`src/rtl/lyc_cmp_pkg.sv`:
```
package lyc_cmp_pkg;
  localparam int LY_W = 8;

  // Last-line phase boundaries (dot indices, exclusive ends)
  localparam int MONO_INV1_END = 6;
  localparam int COL_INV1_END  = 4;
  localparam int LAST_CMP_END  = 8;
  localparam int INV2_END      = 12;
  localparam int CONFLICT_LEN  = 12;

  typedef struct packed {
    logic            run;
    logic            cmpValid;
    logic [LY_W-1:0] cmpVal;
    logic            conflictWin;
    logic            holdFlag;
  } cmpStrobe_t;
endpackage

```
`src/rtl/lyc_line_ctrl.sv`:
```
module lyc_line_ctrl
  import lyc_cmp_pkg::*;
#(
  parameter int LINE_LEN  = 456,
  parameter int NUM_LINES = 154,
  parameter int CMP_GAP   = 4
) (
  input  logic            clk,
  input  logic            rstN,
  input  logic            lcdOn,
  input  logic            colourMode,
  output logic [LY_W-1:0] ly,
  output cmpStrobe_t      strb
);
  localparam int DOT_W  = $clog2(LINE_LEN);
  localparam int LINE_W = $clog2(NUM_LINES);
  localparam logic [DOT_W-1:0]  DOT_MAX   = DOT_W'(LINE_LEN - 1);
  localparam logic [LINE_W-1:0] LINE_LAST = LINE_W'(NUM_LINES - 1);
  localparam logic [DOT_W-1:0]  GAP_END   = DOT_W'(CMP_GAP);
  localparam logic [DOT_W-1:0]  MONO_I1   = DOT_W'(MONO_INV1_END);
  localparam logic [DOT_W-1:0]  COL_I1    = DOT_W'(COL_INV1_END);
  localparam logic [DOT_W-1:0]  LAST_END  = DOT_W'(LAST_CMP_END);
  localparam logic [DOT_W-1:0]  I2_END    = DOT_W'(INV2_END);
  localparam logic [DOT_W-1:0]  WIN_END   = DOT_W'(INV2_END + CONFLICT_LEN);
  localparam logic [LY_W-1:0]   LAST_LY   = LY_W'(NUM_LINES - 1);

  logic [DOT_W-1:0]  dot;
  logic [LINE_W-1:0] line;
  logic              onLast;
  logic [DOT_W-1:0]  inv1End;

  always_ff @(posedge clk) begin
    if (!rstN || !lcdOn) begin
      dot  <= '0;
      line <= '0;
    end else if (dot == DOT_MAX) begin
      dot  <= '0;
      line <= (line == LINE_LAST) ? '0 : line + 1'b1;
    end else begin
      dot <= dot + 1'b1;
    end
  end

  assign onLast  = (line == LINE_LAST);
  assign inv1End = colourMode ? COL_I1 : MONO_I1;

  always_comb begin
    strb.run         = lcdOn;
    strb.holdFlag    = colourMode;
    strb.conflictWin = colourMode && onLast && (dot >= I2_END) && (dot < WIN_END);
    strb.cmpValid    = 1'b1;
    strb.cmpVal      = '0;
    ly               = LY_W'(line);
    if (onLast) begin
      if (colourMode) ly = (dot < LAST_END) ? LAST_LY : '0;
      else            ly = (dot < MONO_I1) ? LAST_LY : '0;
      if (dot < inv1End) begin
        strb.cmpValid = 1'b0;
      end else if (dot < LAST_END) begin
        strb.cmpVal = LAST_LY;
      end else if (dot < I2_END) begin
        strb.cmpValid = 1'b0;
      end
    end else if (line != '0) begin
      strb.cmpValid = (dot >= GAP_END);
      strb.cmpVal   = LY_W'(line);
    end
  end
endmodule

```
`src/rtl/lyc_cmp_datapath.sv`:
```
module lyc_cmp_datapath
  import lyc_cmp_pkg::*;
#(
  parameter int NUM_LINES = 154
) (
  input  logic            clk,
  input  logic            rstN,
  input  cmpStrobe_t      strb,
  input  logic            lycWrEn,
  input  logic [LY_W-1:0] lycWrData,
  input  logic            lycIrqEn,
  output logic            coinFlag,
  output logic            lycLine,
  output logic            irqPulse
);
  localparam logic [LY_W-1:0] LAST_LY = LY_W'(NUM_LINES - 1);

  logic [LY_W-1:0] lycReg;
  logic [LY_W-1:0] effLyc;
  logic            matchOld;
  logic            matchNew;
  logic            nextLine;
  logic            nextFlag;
  logic            rise;

  assign effLyc   = lycWrEn ? lycWrData : lycReg;
  assign matchOld = (LAST_LY == lycReg);
  assign matchNew = (strb.cmpVal == effLyc);

  always_comb begin
    nextLine = lycLine;
    nextFlag = coinFlag;
    rise     = 1'b0;
    if (strb.cmpValid && strb.conflictWin && lycWrEn) begin
      nextLine = matchNew;
      nextFlag = matchNew;
      rise     = (!lycLine && matchOld) || (!matchOld && matchNew);
    end else if (strb.cmpValid) begin
      nextLine = matchNew;
      nextFlag = matchNew;
      rise     = !lycLine && matchNew;
    end else if (!strb.holdFlag) begin
      nextFlag = 1'b0;
    end
  end

  always_ff @(posedge clk) begin
    if (!rstN) begin
      lycReg   <= '0;
      lycLine  <= 1'b0;
      coinFlag <= 1'b0;
      irqPulse <= 1'b0;
    end else begin
      if (lycWrEn) lycReg <= lycWrData;
      if (!strb.run) begin
        lycLine  <= 1'b0;
        coinFlag <= 1'b0;
        irqPulse <= 1'b0;
      end else begin
        lycLine  <= nextLine;
        coinFlag <= nextFlag;
        irqPulse <= rise && lycIrqEn;
      end
    end
  end
endmodule

```
`src/rtl/lyc_compare_unit.sv`:
```
module lyc_compare_unit
  import lyc_cmp_pkg::*;
#(
  parameter int LINE_LEN  = 456,
  parameter int NUM_LINES = 154,
  parameter int CMP_GAP   = 4
) (
  input  logic       clk,
  input  logic       rstN,
  input  logic       lcdOn,
  input  logic       colourMode,
  input  logic       lycWrEn,
  input  logic [7:0] lycWrData,
  input  logic       lycIrqEn,
  output logic [7:0] ly,
  output logic       coinFlag,
  output logic       irqLine,
  output logic       irqPulse
);
  cmpStrobe_t strb;
  logic       lycLine;

  lyc_line_ctrl #(
    .LINE_LEN (LINE_LEN),
    .NUM_LINES(NUM_LINES),
    .CMP_GAP  (CMP_GAP)
  ) uCtrl (
    .clk       (clk),
    .rstN      (rstN),
    .lcdOn     (lcdOn),
    .colourMode(colourMode),
    .ly        (ly),
    .strb      (strb)
  );

  lyc_cmp_datapath #(
    .NUM_LINES(NUM_LINES)
  ) uData (
    .clk      (clk),
    .rstN     (rstN),
    .strb     (strb),
    .lycWrEn  (lycWrEn),
    .lycWrData(lycWrData),
    .lycIrqEn (lycIrqEn),
    .coinFlag (coinFlag),
    .lycLine  (lycLine),
    .irqPulse (irqPulse)
  );

  assign irqLine = lycLine & lycIrqEn;
endmodule

```
`config.mk`:
```
export PLATFORM = sky130hd
export DESIGN_NAME = lyc_compare_unit
export DESIGN_NICKNAME = d
export VERILOG_FILES = /design/src/rtl/lyc_cmp_pkg.sv /design/src/rtl/lyc_line_ctrl.sv /design/src/rtl/lyc_cmp_datapath.sv /design/src/rtl/lyc_compare_unit.sv
export SDC_FILE = /design/constraint.sdc
export NUM_CORES = 1
export LEC_CHECK = 0
export BUFFER_PORTS_ARGS = -buffer_cell sky130_fd_sc_hd__clkbuf_2
export CORE_AREA = 8 8 76 71
export CTS_CLUSTER_SIZE = 8
export DETAILED_ROUTE_END_ITERATION = 8
export DIE_AREA = 0 0 84 79
export PLACE_DENSITY = 0.61
export SYNTH_ARGS = -nofsm -noshare
export SYNTH_HDL_FRONTEND = slang
export SYNTH_HIERARCHICAL = 1
export SYNTH_SLANG_ARGS = --single-unit
```
`constraint.sdc`:
```
create_clock -name clk -period 2.15 [get_ports clk]
set_input_delay 0 -clock clk [delete_from_list [all_inputs] [get_ports clk]]
set_output_delay 0 -clock clk [all_outputs]
set_load 0.1 [all_outputs]
```
==> run_results.csv <==
group,metric,value,unit
run_status,status,"complete, no violations",
floorplan,io_pins,25,
clock_network,cts_buffers,3,
setup_path,required,2.36,ns
routing,first_pass_iters,4,
setup_path,path_max_fanout,4,
setup_path,endpoint_kind,"flip-flop",
routing,met2_length,1684,um
routing,vias,1315,
logic_synthesis,synth_adder_area_share,0.03157,
floorplan,die_area,6636,sq um
pwr,p_per_area,476.4,nW/um^2
logic_synthesis,synth_compound_area_frac,0.04893,
timing,fmax,0.4724,GHz
floorplan,rows,23,
floorplan,fp.dieW,84,um
logic_synthesis,yosysMostFrequentCell,"dfxtp_1",
pwr,irDropWorstVdd,257.2,uV
floorplan,coreArea,4230,sq um
routing,vias_per_cell,5.019,
logic_synthesis,synth_nets,204,
setup_path,slowest_stage,"or4_4",
final_layout,area_growth,23.36,%
floorplan,start_util,0.3747,
logic_synthesis,async_flop_share,0,
logic_synthesis,yosysTopAreaCellShare,0.3536,
final_layout,antennaDiodeCount,0,
logic_synthesis,synthMuxAreaShare,0.05998,
timing,worst_pin_slew,0.5423,ns
timing,min_period_over_period,0.9846,
routing,dr.max_layer_used,"met4",
grt,grt_pass1_vias,1261,
hold_path,hold_depth,3,
final_layout,final_core_util,0.4623,
setup_path,cpPeakStageDelay,0.55,ns
logic_synthesis,synth.avg_cell_area,8.523,sq um
floorplan,die_h,79,um
final_layout,nFillCells,421,
placement,hpwl,2681,um
routing,ant_nets,0,
logic_synthesis,synth_area_leaders,"dfxtp_1 (35%), xnor2_1 (9.4%), nor2_1 (5.0%), mux2i_1 (4.4%), nand2_1 (3.8%)",
logic_synthesis,synth_top_area_cell,"dfxtp_1",
logic_synthesis,synth_area,1585,sq um
logic_synthesis,synth-warning-count,6,
clock_network,insertion_delay,0.27,ns
final_layout,final_nets,231,
grt,grt_use_total,0.1011,
clock_network,cts_setup_buffers,0,
setup_path,path_class,"reg -> reg",
clock_network,cts_tree,"built",
logic_synthesis,synth-main-ff-cell,"dfxtp_1",
placement,portBuffers,24,
clock_network,clk_pin_slew,0.09,ns
grt,grt-ovfl-total,0,
setup_path,crit_chain,"or4_4 -> nor3_4 -> nand4_1 -> nand2_1 -> xnor2_1 -> nor4_1 -> nand4_1 -> a21oi_1",
setup_path,critPathLaunchType,"flip-flop",
logic_synthesis,synthCells,186,
routing,wl_met1,1547,um
timing,slew-limit-headroom,0.6400,
routing,routed_wl,3392,um
clock_network,cts_hold_buffers,0,
setup_path,cp_common_cell,"nand4_1",
timing,final-setup-viol-count,0,
placement,place_area,1842,sq um
routing,met3_length,122,um
logic_synthesis,synth_top_family_by_area,"simple AND/OR/NAND/NOR gates",
clock_network,cts_root_buf,"clkbuf_8",
routing,drc,0,
grt,grt_pass1_wl,5651,um
final_layout,drive_above_1_share,0.2689,
clock_network,cts_sinks,28,
setup_path,ff2ff_path_depth,8,
routing,drt_iter0_markers,67,
timing,timing.setup.tns,0,ns
grt,grt_max_degree,16,
logic_synthesis,synth_edf_count,0,
pwr,p_leak,0.7727,nW
timing,slew_violations,0,
timing,clock_skew,0.005213,ns
logic_synthesis,ys_seq_area_frac,0.3536,
logic_synthesis,ys_ff_latch,28,
grt,antenna_found_initial,0,
routing,wl_per_cell,12.95,um
hold_path,min_path_type,"in -> reg",
clock_network,cts_max_level,1,
timing,rsz0062_at_grt,"true",
clock_network,cts.path.max_buffers,2,
placement,routabilityCongestion,0.7867,
setup_path,worstPathArrival,2.32,ns
timing,period_needed,2.117,ns
run,drv_cap,0,
logic_synthesis,synth-simple-area-share,0.3197,
logic_synthesis,synth_xor_xnor_area_share,0.1215,
logic_synthesis,synth_common_cells,"dfxtp_1 (28), nor2_1 (21), xnor2_1 (17), nand2_1 (16), nand3_1 (11)",
timing,timing_hold_violations_final,0,
logic_synthesis,synth_cell_types,40,
final_layout,final_area,1956,sq um
[report_power, final]
| part | leakage, nW | switching (mW) | internal [mW] | total (mW) |
|---|---|---|---|---|
| Combinational | 0.516 | 0.0395 | 0.0355 | 0.0750 |
| Sequential | 0.228 | 0.00591 | 0.529 | 0.535 |
| Clock | 0.0288 | 0.158 | 0.164 | 0.321 |
[routing by layer]
layer,global-route usage,vias to the layer above
met3,0.01943,2
met1,0.1174,618
li1,-,680
met2,0.1766,15
met5,0,-
met4,0.04655,0
[cell type report]
cell class,instances,area [sq um],share of cell area
well taps,50,62.56,0.03199
inverters,4,15.01,0.007678
multi-input cells,139,983.4,0.5029
repair buffers,37,277.8,0.1420
flip-flops and latches,28,561.8,0.2873
clock buffers,4,55.05,0.02815
[metrics by stage]
step / worst slack, ns / cells / total power, mW / hold WS [ns]
3_3_place_gp: 0.05024 / 258 / 0.6228 / 0.3048
5_1_grt: -0.1173 / 262 / 0.9768 / 0.01994
6_report: 0.03317 / 262 / 0.9317 / 0.02524
4_1_cts: 0.01122 / 262 / 0.9497 / 0.01474
2_1_floorplan: 0.02132 / 186 / 0.6009 / 0.1252
3_5_place_dp: -0.005653 / 258 / 0.6233 / 0.3031
[sequential cells by signal, summed over array words and instances (netlist names)]
register,cells
uData/irqPulse,1
uData/lycLine,1
uCtrl/dot,9
uData/coinFlag,1
uData/lycReg,8
uCtrl/line,8
[cells in the final DEF, fill, tap and decap left out, types with 5 or more instances in the layout]
| cell type | synthesis | routed |
|---|---|---|
| nor2_1 | 21 | 21 |
| buf_4 | 2 | 13 |
| nor3_1 | 7 | 6 |
| mux2i_1 | 7 | 7 |
| nand3_1 | 11 | 11 |
| nor2b_1 | 8 | 8 |
| xor2_1 | 5 | 5 |
| xnor2_1 | 17 | 17 |
| clkbuf_2 | 0 | 20 |
| nand2_1 | 16 | 15 |
| dfxtp_1 | 28 | 27 |
[repair_timing]
action                     4_1_cts  5_1_grt
pin swaps                        1        4
resized for setup                3        9
setup endpoints to repair        7        7
hold endpoints to repair         0        0
[path summary, 6_finish.rpt]
| kind | to | from | slack, ns |
|---|---|---|---|
| max | uData/lycLine | uCtrl/dot[7] | 0.03 |
| min reg2reg | uCtrl/dot[0] | uCtrl/dot[0] | 0.44 |
| min | uData/lycReg[4] | lycWrData[4] | 0.03 |
| max reg2reg | uData/lycLine | uCtrl/dot[7] | 0.03 |
[critical path, delay by kind of cell (launching register included)]
family	cells	cell delay (ns)
simple gates	6	1.48
flops	1	0.33
compound gates	1	0.17
xor+xnor	1	0.07
[logic make-up (layout without fill, tap and decap cells)]
family	count (synthesis)	count (layout)
AO/OA/AOI/OAI	11	11
XOR/XNOR	22	22
adder cells (fa/ha/maj)	4	4
buffers and inverters	19	45
flip-flops	28	28
multiplexers	9	9
AND/OR/NAND/NOR	93	93
(Power assumes the default switching activity.)
